File: src/rtl/tmr_pkg.sv
package tmr_pkg;

  localparam int BUS_W   = 32;
  localparam int PSV_W   = 4;
  localparam int STS_W   = 2;
  localparam int NUM_GRP = 6;

  // group base offsets, index order matches regsel_t minus one
  localparam logic [7:0] GRP_BASE [NUM_GRP] =
    '{8'h00, 8'h0C, 8'h18, 8'h24, 8'h54, 8'h60};

  typedef enum logic [2:0] {
    SEL_NONE = 3'd0,
    SEL_CLK  = 3'd1,
    SEL_CNT  = 3'd2,
    SEL_VAL  = 3'd3,
    SEL_INT  = 3'd4,
    SEL_STS  = 3'd5,
    SEL_IEN  = 3'd6
  } regsel_t;

  typedef struct packed {
    logic             src_ext;  // bit 5
    logic [PSV_W-1:0] psv;      // bits 4:1
    logic             pre_en;   // bit 0
  } clkctl_t;

  typedef struct packed {
    logic mode_int;  // bit 1
    logic stop;      // bit 0
  } cntctl_t;

  localparam int RESTART_BIT = 4;

endpackage

File: src/rtl/tmr_ext_sync.sv
module tmr_ext_sync #(
  parameter int STAGES = 2
) (
  input  logic clk,
  input  logic rst,
  input  logic ext_i,
  output logic rise_o
);

  logic [STAGES-1:0] sync_q;
  logic              last_q;

  always_ff @(posedge clk) begin
    if (rst) begin
      sync_q <= '0;
      last_q <= 1'b0;
      rise_o <= 1'b0;
    end else begin
      sync_q <= {sync_q[STAGES-2:0], ext_i};
      last_q <= sync_q[STAGES-1];
      rise_o <= sync_q[STAGES-1] & ~last_q;
    end
  end

  p_rise_single_r5: assert property (@(posedge clk) disable iff (rst)
    rise_o |=> !rise_o);

endmodule

File: src/rtl/tmr_prescaler.sv
module tmr_prescaler
  import tmr_pkg::*;
#(
  parameter int PW = PSV_W
) (
  input  logic          clk,
  input  logic          rst,
  input  logic          clr_i,
  input  logic          base_i,
  input  logic          en_i,
  input  logic          pre_en_i,
  input  logic [PW-1:0] psv_i,
  output logic          tick_o
);

  localparam int PRE_W = 2 ** PW;
  localparam logic [PRE_W:0] ONE = 1;

  logic [PRE_W-1:0] pre_q;
  logic [PRE_W:0]   mask_full;
  logic [PRE_W-1:0] mask;
  logic             step;

  assign mask_full = (ONE << ({1'b0, psv_i} + (PW+1)'(1))) - ONE;
  assign mask      = mask_full[PRE_W-1:0];
  assign step      = base_i & en_i;
  assign tick_o    = step & (~pre_en_i | ((pre_q & mask) == mask));

  always_ff @(posedge clk) begin
    if (rst || clr_i) begin
      pre_q <= '0;
    end else if (step && pre_en_i) begin
      pre_q <= pre_q + PRE_W'(1);
    end
  end

  p_tick_needs_base_r4: assert property (@(posedge clk) disable iff (rst)
    tick_o |-> (base_i && en_i));

  p_clear_r7: assert property (@(posedge clk) disable iff (rst)
    clr_i |=> (pre_q == '0));

endmodule

File: src/rtl/tmr_channel.sv
module tmr_channel
  import tmr_pkg::*;
#(
  parameter int CNT_W = 16
) (
  input  logic             clk,
  input  logic             rst,
  input  logic             wr_i,
  input  logic             rd_i,
  input  regsel_t          sel_i,
  input  logic [BUS_W-1:0] wdata_i,
  input  logic             ext_rise_i,
  output logic [BUS_W-1:0] rdata_o,
  output logic             irq_o
);

  clkctl_t          clk_q;
  cntctl_t          ctl_q;
  logic [CNT_W-1:0] cnt_q;
  logic [CNT_W-1:0] ival_q;
  logic [STS_W-1:0] sts_q;
  logic [STS_W-1:0] ien_q;

  logic             wr_clk, wr_ctl, wr_int, wr_ien, rd_sts;
  logic             restart, base, tick, run, match, wrap;
  logic [STS_W-1:0] ev, sts_nxt, ien_nxt;
  logic             unused_wdata;

  assign unused_wdata = ^wdata_i;

  assign wr_clk  = wr_i && (sel_i == SEL_CLK);
  assign wr_ctl  = wr_i && (sel_i == SEL_CNT);
  assign wr_int  = wr_i && (sel_i == SEL_INT);
  assign wr_ien  = wr_i && (sel_i == SEL_IEN);
  assign rd_sts  = rd_i && (sel_i == SEL_STS);
  assign restart = wr_ctl && wdata_i[RESTART_BIT];

  assign base = clk_q.src_ext ? ext_rise_i : 1'b1;

  tmr_prescaler #(.PW(PSV_W)) u_pre (
    .clk      (clk),
    .rst      (rst),
    .clr_i    (restart),
    .base_i   (base),
    .en_i     (~ctl_q.stop),
    .pre_en_i (clk_q.pre_en),
    .psv_i    (clk_q.psv),
    .tick_o   (tick)
  );

  assign run   = tick && !restart;
  assign match = run && ctl_q.mode_int && (cnt_q == ival_q);
  assign wrap  = run && !match && (cnt_q == {CNT_W{1'b1}});
  assign ev    = {wrap, match};

  assign sts_nxt = (rd_sts ? '0 : sts_q) | ev;
  assign ien_nxt = wr_ien ? wdata_i[STS_W-1:0] : ien_q;

  always_ff @(posedge clk) begin
    if (rst) begin
      clk_q  <= '0;
      ctl_q  <= '0;
      cnt_q  <= '0;
      ival_q <= '0;
      sts_q  <= '0;
      ien_q  <= '0;
      irq_o  <= 1'b0;
    end else begin
      if (wr_clk) clk_q  <= clkctl_t'(wdata_i[$bits(clkctl_t)-1:0]);
      if (wr_ctl) ctl_q  <= cntctl_t'(wdata_i[$bits(cntctl_t)-1:0]);
      if (wr_int) ival_q <= wdata_i[CNT_W-1:0];
      if (restart)   cnt_q <= '0;
      else if (match) cnt_q <= '0;
      else if (run)   cnt_q <= cnt_q + CNT_W'(1);
      sts_q <= sts_nxt;
      ien_q <= ien_nxt;
      irq_o <= |(sts_nxt & ien_nxt);
    end
  end

  always_comb begin
    case (sel_i)
      SEL_CLK: rdata_o = BUS_W'(clk_q);
      SEL_CNT: rdata_o = BUS_W'(ctl_q);
      SEL_VAL: rdata_o = BUS_W'(cnt_q);
      SEL_INT: rdata_o = BUS_W'(ival_q);
      SEL_STS: rdata_o = BUS_W'(sts_q);
      SEL_IEN: rdata_o = BUS_W'(ien_q);
      default: rdata_o = '0;
    endcase
  end

  p_stop_hold_r6: assert property (@(posedge clk) disable iff (rst)
    (ctl_q.stop && !restart) |=> (cnt_q == $past(cnt_q)));

  p_restart_zero_r7: assert property (@(posedge clk) disable iff (rst)
    restart |=> (cnt_q == '0));

  p_match_reload_r8: assert property (@(posedge clk) disable iff (rst)
    (run && ctl_q.mode_int && cnt_q == ival_q) |=> (cnt_q == '0 && sts_q[0]));

  p_wrap_flag_r9: assert property (@(posedge clk) disable iff (rst)
    (run && !ctl_q.mode_int && cnt_q == {CNT_W{1'b1}}) |=> (cnt_q == '0 && sts_q[1]));

  p_read_clears_r10: assert property (@(posedge clk) disable iff (rst)
    (rd_sts && ev == '0) |=> (sts_q == '0));

  p_irq_follows_r11: assert property (@(posedge clk) disable iff (rst)
    irq_o == |(sts_q & ien_q));

endmodule

File: src/rtl/tri_interval_timer.sv
module tri_interval_timer
  import tmr_pkg::*;
#(
  parameter int NUM_CH = 3,
  parameter int CNT_W  = 16,
  parameter int ADDR_W = 8,
  parameter int SYNC_STAGES = 2
) (
  input  logic              clk,
  input  logic              rst,
  input  logic [ADDR_W-1:0] bus_addr,
  input  logic              bus_wr,
  input  logic              bus_rd,
  input  logic [31:0]       bus_wdata,
  output logic [31:0]       bus_rdata,
  input  logic [NUM_CH-1:0] ext_clk,
  output logic [NUM_CH-1:0] irq
);

  regsel_t          sel_c  [NUM_CH];
  logic [31:0]      rd_c   [NUM_CH];
  logic [NUM_CH-1:0] hit;
  logic [31:0]      rd_mux;

  always_comb begin
    for (int c = 0; c < NUM_CH; c++) begin
      sel_c[c] = SEL_NONE;
      hit[c]   = 1'b0;
      for (int g = 0; g < NUM_GRP; g++) begin
        if (bus_addr == ADDR_W'(int'(GRP_BASE[g]) + 4 * c)) begin
          sel_c[c] = regsel_t'(3'(g + 1));
          hit[c]   = 1'b1;
        end
      end
    end
  end

  for (genvar c = 0; c < NUM_CH; c++) begin : g_ch
    logic rise;

    tmr_ext_sync #(.STAGES(SYNC_STAGES)) u_sync (
      .clk    (clk),
      .rst    (rst),
      .ext_i  (ext_clk[c]),
      .rise_o (rise)
    );

    tmr_channel #(.CNT_W(CNT_W)) u_chan (
      .clk        (clk),
      .rst        (rst),
      .wr_i       (bus_wr),
      .rd_i       (bus_rd),
      .sel_i      (sel_c[c]),
      .wdata_i    (bus_wdata),
      .ext_rise_i (rise),
      .rdata_o    (rd_c[c]),
      .irq_o      (irq[c])
    );
  end

  always_comb begin
    rd_mux = '0;
    for (int c = 0; c < NUM_CH; c++) rd_mux = rd_mux | rd_c[c];
  end

  always_ff @(posedge clk) begin
    if (rst)         bus_rdata <= '0;
    else if (bus_rd) bus_rdata <= rd_mux;
  end

  p_single_hit_r2: assert property (@(posedge clk) disable iff (rst)
    $onehot0(hit));

  p_idle_read_r2: assert property (@(posedge clk) disable iff (rst)
    (bus_rd && hit == '0) |=> (bus_rdata == '0));

endmodule

File: config.mk
export PLATFORM = sky130hd
export DESIGN_NAME = tri_interval_timer
export DESIGN_NICKNAME = d
export VERILOG_FILES = /design/src/rtl/tmr_pkg.sv /design/src/rtl/tmr_ext_sync.sv /design/src/rtl/tmr_prescaler.sv /design/src/rtl/tmr_channel.sv /design/src/rtl/tri_interval_timer.sv
export SDC_FILE = /design/constraint.sdc
export NUM_CORES = 1
export LEC_CHECK = 0
export BUFFER_PORTS_ARGS = -buffer_cell sky130_fd_sc_hd__buf_2
export CORE_MARGIN = 1
export CORE_UTILIZATION = 40
export DETAILED_ROUTE_END_ITERATION = 8
export HOLD_SLACK_MARGIN = 0.03
export PLACE_DENSITY = 0.53
export SYNTH_ARGS = -nofsm -noshare
export SYNTH_HDL_FRONTEND = slang
export SYNTH_SLANG_ARGS = --single-unit
File: constraint.sdc
create_clock -name clk -period 3.85 [get_ports clk]
set_input_delay 0 -clock clk [delete_from_list [all_inputs] [get_ports clk]]
set_output_delay 0 -clock clk [all_outputs]
set_load 0.01 [all_outputs]
==> results of run 1 <==
-- registers in the layout, summed over array words and instances (netlist names) --
register,cells
g_ch.u_chan.ien_q,6
g_ch.u_chan.cnt_q,48
g_ch.u_chan.sts_q,6
g_ch.u_sync.last_q,3
bus_rdata,16
g_ch.u_chan.ival_q,48
g_ch.u_chan.u_pre.pre_q,48
g_ch.u_chan.irq_o,3
g_ch.u_sync.sync_q,6
g_ch.u_sync.rise_o,3
g_ch.u_chan.clk_q,18
g_ch.u_chan.ctl_q,6
-- final cells by class --
| cell class | instances | share of cell area (%) |
|---|---|---|
| inverters | 29 | 0.856 |
| flip-flops and latches | 211 | 33.2 |
| clock inverters | 8 | 0.620 |
| multi-input cells | 1069 | 49.9 |
| repair buffers | 106 | 5.85 |
| diodes | 1 | 0.0197 |
| clock buffers | 39 | 5.90 |
| well taps | 372 | 3.66 |
-- critical path, delay by kind of cell (launching register included) --
kind            cells  cell delay, ns
compound gates      3            0.56
simple gates        5            1.83
flops               1            0.46
fa+ha+maj           1            0.30
-- worst paths after layout --
check                                                end  slack (ns)
worst max-delay path            g_ch[2].u_chan.cnt_q[13]        0.60
worst min-delay path                       bus_rdata[15]        0.08
worst max register to register  g_ch[2].u_chan.cnt_q[13]        0.60
worst min register to register     g_ch[0].u_sync.rise_o        0.38
-- layer usage --
layer  up-vias  GRT usage [%]
li1       5084              -
met2       288           36.8
met4         0           6.48
met3        53           4.19
met1      4867           33.4
met5         -              0
-- power by group through the flow --
stage | combinational, mW | sequential, mW | clock [mW]
finish | 0.237 | 2.23 | 2.36
global route | 0.258 | 2.23 | 2.52
CTS | 0.235 | 2.23 | 2.42
detailed placement | 0.213 | 2.28 | 0
global placement | 0.212 | 2.28 | 0
floorplan | 0.138 | 2.27 | 0
-- kinds of logic (layout without fill, tap and decap cells) --
group	count (synthesis)	after routing	synth area share (%)
fa+ha+maj	9	9	1.01
xor+xnor	97	97	7.63
simple gates	603	603	26.9
mux	13	13	1.18
buf+inv	139	182	5.78
compound gates	328	328	19.4
flops	211	211	38.0
other cells	2	20	0.0675
-- synth_stat cells (all sizes together) (24+ instances only) --
library cell	count	area share, %
xnor2	59	4.6
nand3	97	4.4
dfxtp	211	38
o21ai	42	1.9
nand4	29	1.6
clkbuf	58	2.0
xor2	38	3.0
buf	52	2.8
nor2	120	4.0
inv	29	0.98
nand2	188	6.3
a21oi	147	6.6
and3	24	1.3
-- through the flow --
stage          cell area, um2  hold slack, ns
6_report                12700          0.0815
3_5_place_dp            11600           0.219
2_1_floorplan           11200           0.128
3_3_place_gp            11600           0.212
5_1_grt                 12700           0.111
4_1_cts                 12700          0.0707
==> metrics.md, run 1 <==
| Metric | Value |
|---|---|
| Outcome | `completed` |
| FF+latch area | `4220 um2` |
| Net Sw Power | `1.14 mW` |
| Worst Path Arrival | `3.72 ns` |
| Standby leakage power | `4.36 nW` |
| Synth Cell Area | `11100 um2` |
| Critical path's slowest cell | `or4_1` |
| Post-CTS Setup Repair Bufs | `0` |
| Layout cell share with drive strength beyond 1 | `9.44%` |
| First-pass GRT wire length | `53.6 mm` |
| Die Y-Extent | `169 um` |
| Post-synth cell types | `78` |
| Area grow syn2layout | `14.2%` |
| CP dominant cell by count | `or4_1` |
| Pin count of the biggest net entering global routing | `67` |
| Via count | `10.3k` |
| IO Count | `82` |
| Initial antenna violation count | `1` |
| Met2 WL post-DR | `15.1 mm` |
| Setup TNS | `0 ns` |
| Avg Inst Size Synth | `7.94 um2` |
| Finish-stage setup viols | `0` |
| Area of the multi-input gates | `6340 um2` |
| EDFF count, synth | `0` |
| Clk slew on worst S/H paths | `0.06 ns` |
| CP startpoint kind | `register` |
| Commonest non-fill, non-tap cells in the layout | `211 x dfxtp_1, 188 x nand2_1, 146 x a21oi_1` |
| Final core utilization | `46.9%` |
| Ys async rst share | `0%` |
| Yosys warnings | `0` |
| Resize count post-CTS | `0` |
| Clk root buf | `clkbuf_16` |
| Met3 Routed Length | `2.29 mm` |
| Period utilization | `84.3%` |
| Final Power | `4.83 mW` |
| Fin cells | `1835` |
| Wl on met1 | `15.9 mm` |
| Gpl congestion | `0.852` |
| RSZ-0062 raised after global routing | `no` |
| Core footprint | `27100 um2` |
| Layout net count | `1499` |
| Wire per inst | `18.6 um` |
| Min Tclk post-route | `3.25 ns` |
| Drt total wl | `34.1 mm` |
| P_int | `3.69 mW` |
| DRC violations left | `0` |
| Longest Clk Path Bufs | `3` |
| Sequential power share | `46.2%` |
| Worst hold path startpoint | `bus_rd` |
| CTS tree | `yes` |
| CP Max Fanout | `20` |
| Post-synth top flop | `dfxtp_1` |
| Filler instances | `2723` |
| Switching fraction of total power | `23.5%` |
| Pre-Repair DR Iteration Count | `7` |
| Top Layer Used | `met4` |
| Clock sink count | `211` |
| Detail Route Antenna Nets | `0` |
| H-tree depth | `1` |
| Fin. max-slew vios | `0` |
| CP Cell Sequence | `or4_1, ha_1, nand2b_1, o221ai_1, nor4_4, o2111ai_4, and2_4, or4_1, a21oi_1` |
| Yosys reg bits | `211` |
| Port bufs | `49` |
| Seq/Total Area, Yosys | `38.0%` |
| Worst slack, placed | `0.603 ns` |
| Die W | `169 um` |
| Worst Hold Depth | `3` |
| 1st-iter DRT viols | `944` |
| CP max stage delay | `0.65 ns` |
| Rel. slew slack | `27.7%` |
| Clk_skew | `0.0290 ns` |
| Worst slew pin tran | `1.08 ns` |
| Vias per Instance | `5.61` |
| Power share of the clock group | `48.9%` |
| Power per cell area | `380 nW/um2` |
| Maxcap violations | `0` |
| Worst Hold Class | `in2reg` |
| Placement Rows | `60` |
| CP startpoint | `g_ch[2].u_chan.clk_q[4]` |
| Hold Fails Final Rpt | `0` |
| Worst setup EP type | `register` |
| Die area | `28500 um2` |
| Min setup slack post-route | `0.604 ns` |
| DP HPWL | `23.7 mm` |
| VDD IR-drop max | `0.232 mV` |
| Num CTS Buffers | `26` |
| Worst skew pair latency | `0.55 ns` |
| Grt ovf | `0` |
| Worst reg2reg path depth | `9` |
| Hold-fix buffers, CTS | `27` |
| Initial cell density of the core | `41.1%` |
| Vias in the first global route | `9373` |
| Max Freq | `0.308 GHz` |
| Worst Path Required | `4.33 ns` |
| Crit Reg-Reg Startpoint | `g_ch[2].u_chan.clk_q[4]` |
| Cells after Synth | `1402` |
| Most common cell after layout, fill and taps aside | `dfxtp_1` |
| Comb power frac | `4.9%` |
| Setup CP Type | `reg2reg` |
| Placed Instances | `1760` |
| Total GRT Usage | `23.6%` |
No activity file was read; power rests on OpenSTA's default activity.
==> run 2: changes to the inputs <==
Settings changed: ABC_AREA from default to 1, PLACE_DENSITY 0.53 to 0.55.
Clock period 3.85 ns to 2.6 ns, I/O delays scaled along.
==> run 2 against run 1 <==
Effect of this change: sequential share of layout area fell by 2.5 points; synthesized cell count rose by 24%; non-clock buffer count rose by 13; design area rose by 8.0%; largest cell class unchanged; first-iteration DRC count fell by 19%; clock skew fell by 0.0045 ns; synthesized area rose by 6.0%; worst hold slack got worse by 0.0026 ns; die area rose by 6.0%; critical endpoint is now g_ch[1].u_chan.cnt_q[3].
==> metrics.md, run 2 <==
| Metric | Value |
|---|---|
| Outcome | `completed` |
| Cell accounting for the most synthesized area | `dfxtp_1` |
| Worst reg2reg path depth | `16` |
| Die Y-Extent | `174 um` |
| Grt ovf | `0` |
| Drt total wl | `36.4 mm` |
| Die W | `174 um` |
| VDD IR-drop max | `0.423 mV` |
| Placed Instances | `2160` |
| DRC violations left | `0` |
| Commonest cells in the netlist | `321 x nand2_1, 229 x inv_1, 211 x dfxtp_1` |
| Critical path's slowest cell | `dfxtp_1` |
| Longest Clk Path Bufs | `3` |
| Net Sw Power | `1.74 mW` |
| Commonest non-fill, non-tap cells in the layout | `320 x nand2_1, 228 x inv_1, 211 x dfxtp_1` |
| Initial cell density of the core | `40.9%` |
| Yosys reg bits | `211` |
| Detail Route Antenna Nets | `0` |
| First-pass GRT wire length | `58.4 mm` |
| CP max stage delay | `0.49 ns` |
| CP Cell Sequence | `nor2_4, nand2_1, ha_1, nand2_2, nor2_4, nand2_1, nand3_1, nand2_1, inv_1, nand4_1, nand2_1, nand2_4, inv_4, buf_4, nand3_1, a21oi_1` |
| Max Freq | `0.429 GHz` |
| H-tree depth | `1` |
| ANT cells | `0` |
| Worst hold path startpoint | `bus_addr[6]` |
| Top-area cell type share of the netlist area | `35.8%` |
| Maxcap violations | `0` |
| Finish-stage setup viols | `0` |
| Yosys warnings | `0` |
| Period utilization | `89.7%` |
| Worst Path Required | `3.07 ns` |
| Clk root buf | `clkbuf_16` |
| Port bufs | `49` |
| Filler instances | `3002` |
| Synth Cell Area | `11800 um2` |
| Power share of the clock group | `50.2%` |
| CP Max Fanout | `14` |
| Sequential power share | `44.3%` |
| Gpl congestion | `0.882` |
| Setup CP Type | `reg2reg` |
| Min Tclk post-route | `2.33 ns` |
| CP dominant cell by count | `nand2_1` |
| Worst slew pin tran | `0.597 ns` |
| Final core utilization | `47.6%` |
| Post-synth cell types | `50` |
| Layout cell share with drive strength beyond 1 | `11.5%` |
| Switching fraction of total power | `23.4%` |
| Min-Delay Endpoint | `g_ch[0].u_chan.ien_q[1]` |
| Power per cell area | `543 nW/um2` |
| Wire per inst | `16.3 um` |
| 1st-iter DRT viols | `763` |
| Worst Hold Depth | `6` |
| Largest regs | `g_ch.u_chan.cnt_q x48, g_ch.u_chan.ival_q x48, g_ch.u_chan.u_pre.pre_q x48` |
| Most frequent cell after synthesis | `nand2_1` |
| Vias in the first global route | `11.0k` |
| Worst setup EP type | `register` |
| Initial antenna violation count | `0` |
| DP HPWL | `27.6 mm` |
| Clk_skew | `0.0245 ns` |
| Crit Reg-Reg Startpoint | `g_ch[1].u_chan.clk_q[4]` |
| Die area | `30200 um2` |
| Worst reg-to-reg setup slack | `0.27 ns` |
| Clock sink count | `211` |
| P_int | `5.71 mW` |
| Standby leakage power | `5.31 nW` |
| EDFF count, synth | `0` |
| Avg Inst Size Synth | `6.78 um2` |
| Area grow syn2layout | `16.3%` |
| Placement Rows | `62` |
| Ys async rst share | `0%` |
| Seq/Total Area, Yosys | `35.8%` |
| Comb power frac | `5.5%` |
| Pre-Repair DR Iteration Count | `7` |
| CP startpoint kind | `register` |
| Rel. slew slack | `60.2%` |
| Pin count of the biggest net entering global routing | `37` |
| Core footprint | `28900 um2` |
| CTS tree | `yes` |
| Worst Path Arrival | `2.80 ns` |
| Num CTS Buffers | `26` |
| Vias per Instance | `5.13` |
| Fin cells | `2235` |
| Layout net count | `1888` |
| Total GRT Usage | `24.1%` |
| Post-synth top flop | `dfxtp_1` |
| Clk slew on worst S/H paths | `0.07 ns` |
| Most common cell after layout, fill and taps aside | `nand2_1` |
| Via count | `11.5k` |
| Area contributors post-synth | `dfxtp_1 36%, nand2_1 10%, inv_1 7.3%` |
| Fin. max-slew vios | `0` |
| IO Count | `82` |
| Hold Fails Final Rpt | `0` |
| Reg-to-reg endpoint | `g_ch[1].u_chan.cnt_q[3]` |
| Worst skew pair latency | `0.54 ns` |
| Cells after Synth | `1740` |
| Worst Hold Class | `in2reg` |
==> run 2: timing repair <==
| item | in CTS | in global routing |
|---|---|---|
| hold buffers | 26 | 0 |
| hold endpoints to repair | 93 | 0 |
| endpoints found under the setup margin | 0 | 46 |
| gates resized for setup | 0 | 12 |
| buffers inserted | 0 | 2 |
==> run 2: layout make-up <==
cell class | count | area [um2] | share of cell area, %
clock buffer | 41 | 808 | 5.89
clock inverter | 6 | 80.1 | 0.583
inverter | 244 | 921 | 6.71
multi-input combinational | 1230 | 6360 | 46.4
sequential | 211 | 4220 | 30.8
tap | 384 | 480 | 3.50
timing repair buffer | 119 | 848 | 6.18
==> run 2: worst max-delay path: cells and delay by family, from the launching register on <==
kind	cells	cell delay, ns
AOI/OAI and AO/OA	1	0.15
and+or+nand+nor	11	1.06
adders and majority gates	1	0.22
buffers and inverters	3	0.32
DFF	1	0.49
==> run 2: worst max path at each step <==
stage	end	start	slack, ns	cells past startpoint
2_1_floorplan	g_ch[0].u_chan.cnt_q[6]	g_ch[0].u_chan.clk_q[4]	0.39	18
3_3_place_gp	g_ch[1].u_chan.cnt_q[6]	g_ch[1].u_chan.clk_q[1]	0.17	15
3_5_place_dp	g_ch[1].u_chan.cnt_q[6]	g_ch[1].u_chan.clk_q[1]	0.19	15
4_1_cts	g_ch[1].u_chan.cnt_q[3]	g_ch[1].u_chan.clk_q[1]	0.17	16
5_1_grt	g_ch[0].u_chan.cnt_q[11]	g_ch[0].u_chan.clk_q[4]	-0.05	17
6_report	g_ch[1].u_chan.cnt_q[3]	g_ch[1].u_chan.clk_q[4]	0.27	16
==> run 2: cell families (layout without fill, tap and decap cells) <==
| group | after synthesis | count (layout) | synth area share, % |
|---|---|---|---|
| muxes | 1 | 1 | 0.0848 |
| other | 2 | 19 | 0.0636 |
| and+or+nand+nor | 754 | 754 | 28.8 |
| xor gates and xnor gates | 63 | 63 | 4.68 |
| AOI/OAI and AO/OA | 384 | 384 | 18.5 |
| buffers and inverters | 316 | 410 | 11.2 |
| adders and majority gates | 9 | 9 | 0.954 |
| DFF | 211 | 211 | 35.8 |
==> run 2: power groups by stage <==
stage                     logic, mW  registers (mW)  clock network (mW)
final                         0.411            3.30                3.75
after global routing          0.453            3.30                3.95
after CTS                     0.408            3.30                3.83
after detailed placement      0.376            3.37                   0
after global placement        0.375            3.37                   0
after floorplan               0.244            3.36                   0
==> run 2: per-stage QoR <==
stage	hold slack [ns]	power [mW]	setup TNS [ns]	worst slack [ns]	cell area (um2)
floorplan	0.0900	3.60	0	0.395	11900
finish	0.0789	7.46	0	0.267	13700
detailed placement	0.213	3.75	0	0.186	12500
global placement	0.209	3.74	0	0.173	12500
CTS	0.0578	7.54	0	0.175	13700
global route	0.0848	7.71	-0.452	-0.0493	13700
==> run 2: routing by layer <==
| metal | vias to the layer above | wire [um] | global-route usage (%) |
|---|---|---|---|
| li1 | 5898 | - | - |
| met1 | 5288 | 17700 | 33.0 |
| met2 | 221 | 16300 | 39.6 |
| met3 | 58 | 1320 | 2.79 |
| met4 | 0 | 1080 | 7.16 |
| met5 | - | 0 | 0 |
==> run 3: changes to the inputs <==
Settings changed: PLACE_DENSITY 0.55 to default.
==> run 3 against run 2 <==
Effect of this change: clock-buffer cell count fell by 1; largest power group unchanged; first-iteration DRC count rose by 37%; critical endpoint is now g_ch[1].u_chan.u_pre.pre_q[15]; design area fell by 0.11%; combinational power rose by 1%; fmax fell by 1.1%; sequential power barely moved; critical path depth fell by 3.
==> metrics.md, run 3 (synthesis gave the netlist of run 2 again) <==
| Metric | Value |
|---|---|
| CP startpoint kind | `register` |
| Min-Delay Endpoint | `g_ch[1].u_chan.ien_q[0]` |
| Worst slack, placed | `0.168 ns` |
| Fin. max-slew vios | `0` |
| Finish-stage setup viols | `0` |
| CP dominant cell by count | `nand2_1` |
| Max Freq | `0.424 GHz` |
| CP max stage delay | `0.44 ns` |
| Vias per Instance | `5.25` |
| Worst Path Arrival | `2.77 ns` |
| Die area | `30200 um2` |
| Area of the multi-input gates | `6360 um2` |
| Crit Reg-Reg Startpoint | `g_ch[1].u_sync.rise_o` |
| Fin cells | `2234` |
| VDD IR-drop max | `0.415 mV` |
| Crit path max-delay family | `simple AND/OR/NAND/NOR gates` |
| Total GRT Usage | `23.8%` |
| Setup CP Type | `reg2reg` |
| Design Area, Final | `13700 um2` |
| Worst reg-to-reg setup slack | `0.24 ns` |
| CP Max Fanout | `4` |
| Die W | `174 um` |
| Worst skew pair latency | `0.54 ns` |
| Min Tclk post-route | `2.36 ns` |
| ANT cells | `0` |
| Clk root buf | `clkbuf_16` |
| Gpl congestion | `0.972` |
| Worst reg2reg path depth | `13` |
| Placed cell area | `12500 um2` |
| 1st-iter DRT viols | `1048` |
| Port bufs | `49` |
| Rel. slew slack | `49.1%` |
| Drt total wl | `36.2 mm` |
| Clk slew on worst S/H paths | `0.06 ns` |
| Largest regs | `g_ch.u_chan.cnt_q x48, g_ch.u_chan.ival_q x48, g_ch.u_chan.u_pre.pre_q x48` |
| Worst slew pin tran | `0.762 ns` |
| Pre-Repair DR Iteration Count | `5` |
| Initial antenna violation count | `1` |
| Reg-to-reg endpoint | `g_ch[1].u_chan.u_pre.pre_q[15]` |
| Standby leakage power | `5.30 nW` |
| Setup TNS | `0 ns` |
| H-tree depth | `1` |
| Num CTS Buffers | `26` |
| Longest Clk Path Bufs | `3` |
| Clk_skew | `0.0223 ns` |
| Initial cell density of the core | `40.9%` |
| Area grow syn2layout | `16.2%` |
| First-pass GRT wire length | `58.0 mm` |
| WHS | `0.115 ns` |
| CP Cell Sequence | `inv_1, a21oi_2, nand2_1, inv_2, nand4_1, nor2_1, nand3_1, nor2_1, nand2_1, nor3_2, nand2_1, o21ai_0, a21oi_1` |
| Maxcap violations | `0` |
| Count of buffer and inverter cells on the critical path | `2` |
| Vias in the first global route | `11.0k` |
| Clock sink count | `211` |
| DRC violations left | `0` |
| Via count | `11.7k` |
| Worst Hold Depth | `5` |
| Wire per inst | `16.2 um` |
| DP HPWL | `27.3 mm` |
| Pin count of the biggest net entering global routing | `55` |
| Worst setup EP type | `register` |
| Worst hold path startpoint | `bus_addr[6]` |
| Layout net count | `1888` |
| Core footprint | `28900 um2` |
| Layout cell share with drive strength beyond 1 | `11.2%` |
| Critical path's slowest cell | `dfxtp_1` |
| Most common cell after layout, fill and taps aside | `nand2_1` |
| Die Y-Extent | `174 um` |
| Period utilization | `90.7%` |
| Outcome | `completed` |
| Grt ovf | `0` |
| Filler instances | `3024` |
| IO Count | `82` |
| Power per cell area | `536 nW/um2` |
| Detail Route Antenna Nets | `0` |
| Post-CTS Setup Repair Bufs | `0` |
| Placement Rows | `62` |
| Min setup slack post-route | `0.241 ns` |
| CTS tree | `yes` |
| Worst Path Required | `3.01 ns` |
| Hold Fails Final Rpt | `0` |
| FF+latch area | `4220 um2` |
| Placed Instances | `2158` |
| Worst Hold Class | `in2reg` |
| Commonest non-fill, non-tap cells in the layout | `320 x nand2_1, 227 x inv_1, 211 x dfxtp_1` |
## run 3: cell count changes in the layout (fill, tap and decap cells not counted), sizes merged
cell,change
clkinvlp,+1
dlygate4sd3,+4
bufinv,-1
clkbuf,-1
buf,-4
## run 3: cell type report
| class | instances | area share [%] |
|---|---|---|
| inverter | 244 | 6.72 |
| timing repair buffer | 119 | 6.29 |
| clock inverter | 6 | 0.420 |
| multi-input combinational | 1230 | 46.4 |
| clock buffer | 40 | 5.87 |
| sequential | 211 | 30.8 |
| tap | 384 | 3.50 |
## run 3: what timing repair did
item,CTS,global route
hold endpoints to repair,90,0
setup endpoints to repair,0,39
hold buffers,30,0
gates resized for setup,0,11
## run 3: worst max path at each step
stage          depth (start not counted)                             end                     from
2_1_floorplan                         18         g_ch[0].u_chan.cnt_q[6]  g_ch[0].u_chan.clk_q[4]
3_3_place_gp                          15         g_ch[1].u_chan.cnt_q[6]  g_ch[1].u_chan.clk_q[1]
3_5_place_dp                          15         g_ch[1].u_chan.cnt_q[6]  g_ch[1].u_chan.clk_q[1]
4_1_cts                               10            g_ch[0].u_chan.irq_o              bus_addr[5]
5_1_grt                               17         g_ch[0].u_chan.cnt_q[9]  g_ch[0].u_chan.clk_q[4]
6_report                              13  g_ch[1].u_chan.u_pre.pre_q[15]    g_ch[1].u_sync.rise_o
## run 3: power breakdown
| group | switching [mW] | internal, mW | total, mW | leakage, nW |
|---|---|---|---|---|
| Clock | 1.42 | 2.21 | 3.63 | 0.426 |
| Sequential | 0.0323 | 3.27 | 3.30 | 1.70 |
| Combinational | 0.280 | 0.136 | 0.415 | 3.16 |
| Total | 1.73 | 5.61 | 7.35 | 5.30 |
## run 3: through the flow
stage                     util [%]  power, mW
after floorplan                  -       3.60
after global placement        43.3       3.74
after detailed placement      43.3       3.74
after CTS                     47.4       7.41
after global routing          47.5       7.58
final                         47.5       7.35
## run 3: metal layers
metal | up-vias | share of wire, % | global-route usage, %
li1 | 5902 | - | -
met4 | 2 | 2.1 | 5.37
met3 | 61 | 5.3 | 3.44
met5 | - | 0.036 | 0
met2 | 302 | 45 | 39.4
met1 | 5468 | 48 | 32.5
## run 3: worst reg2reg max path: stages (launching register included)
cell and delay, ns:
dfxtp_1 0.44, inv_1 0.10, a21oi_2 0.19, nand2_1 0.17, inv_2 0.12, nand4_1 0.15, nor2_1 0.17, nand3_1 0.12
nor2_1 0.16, nand2_1 0.14, nor3_2 0.17, nand2_1 0.09, o21ai_0 0.15, a21oi_1 0.06
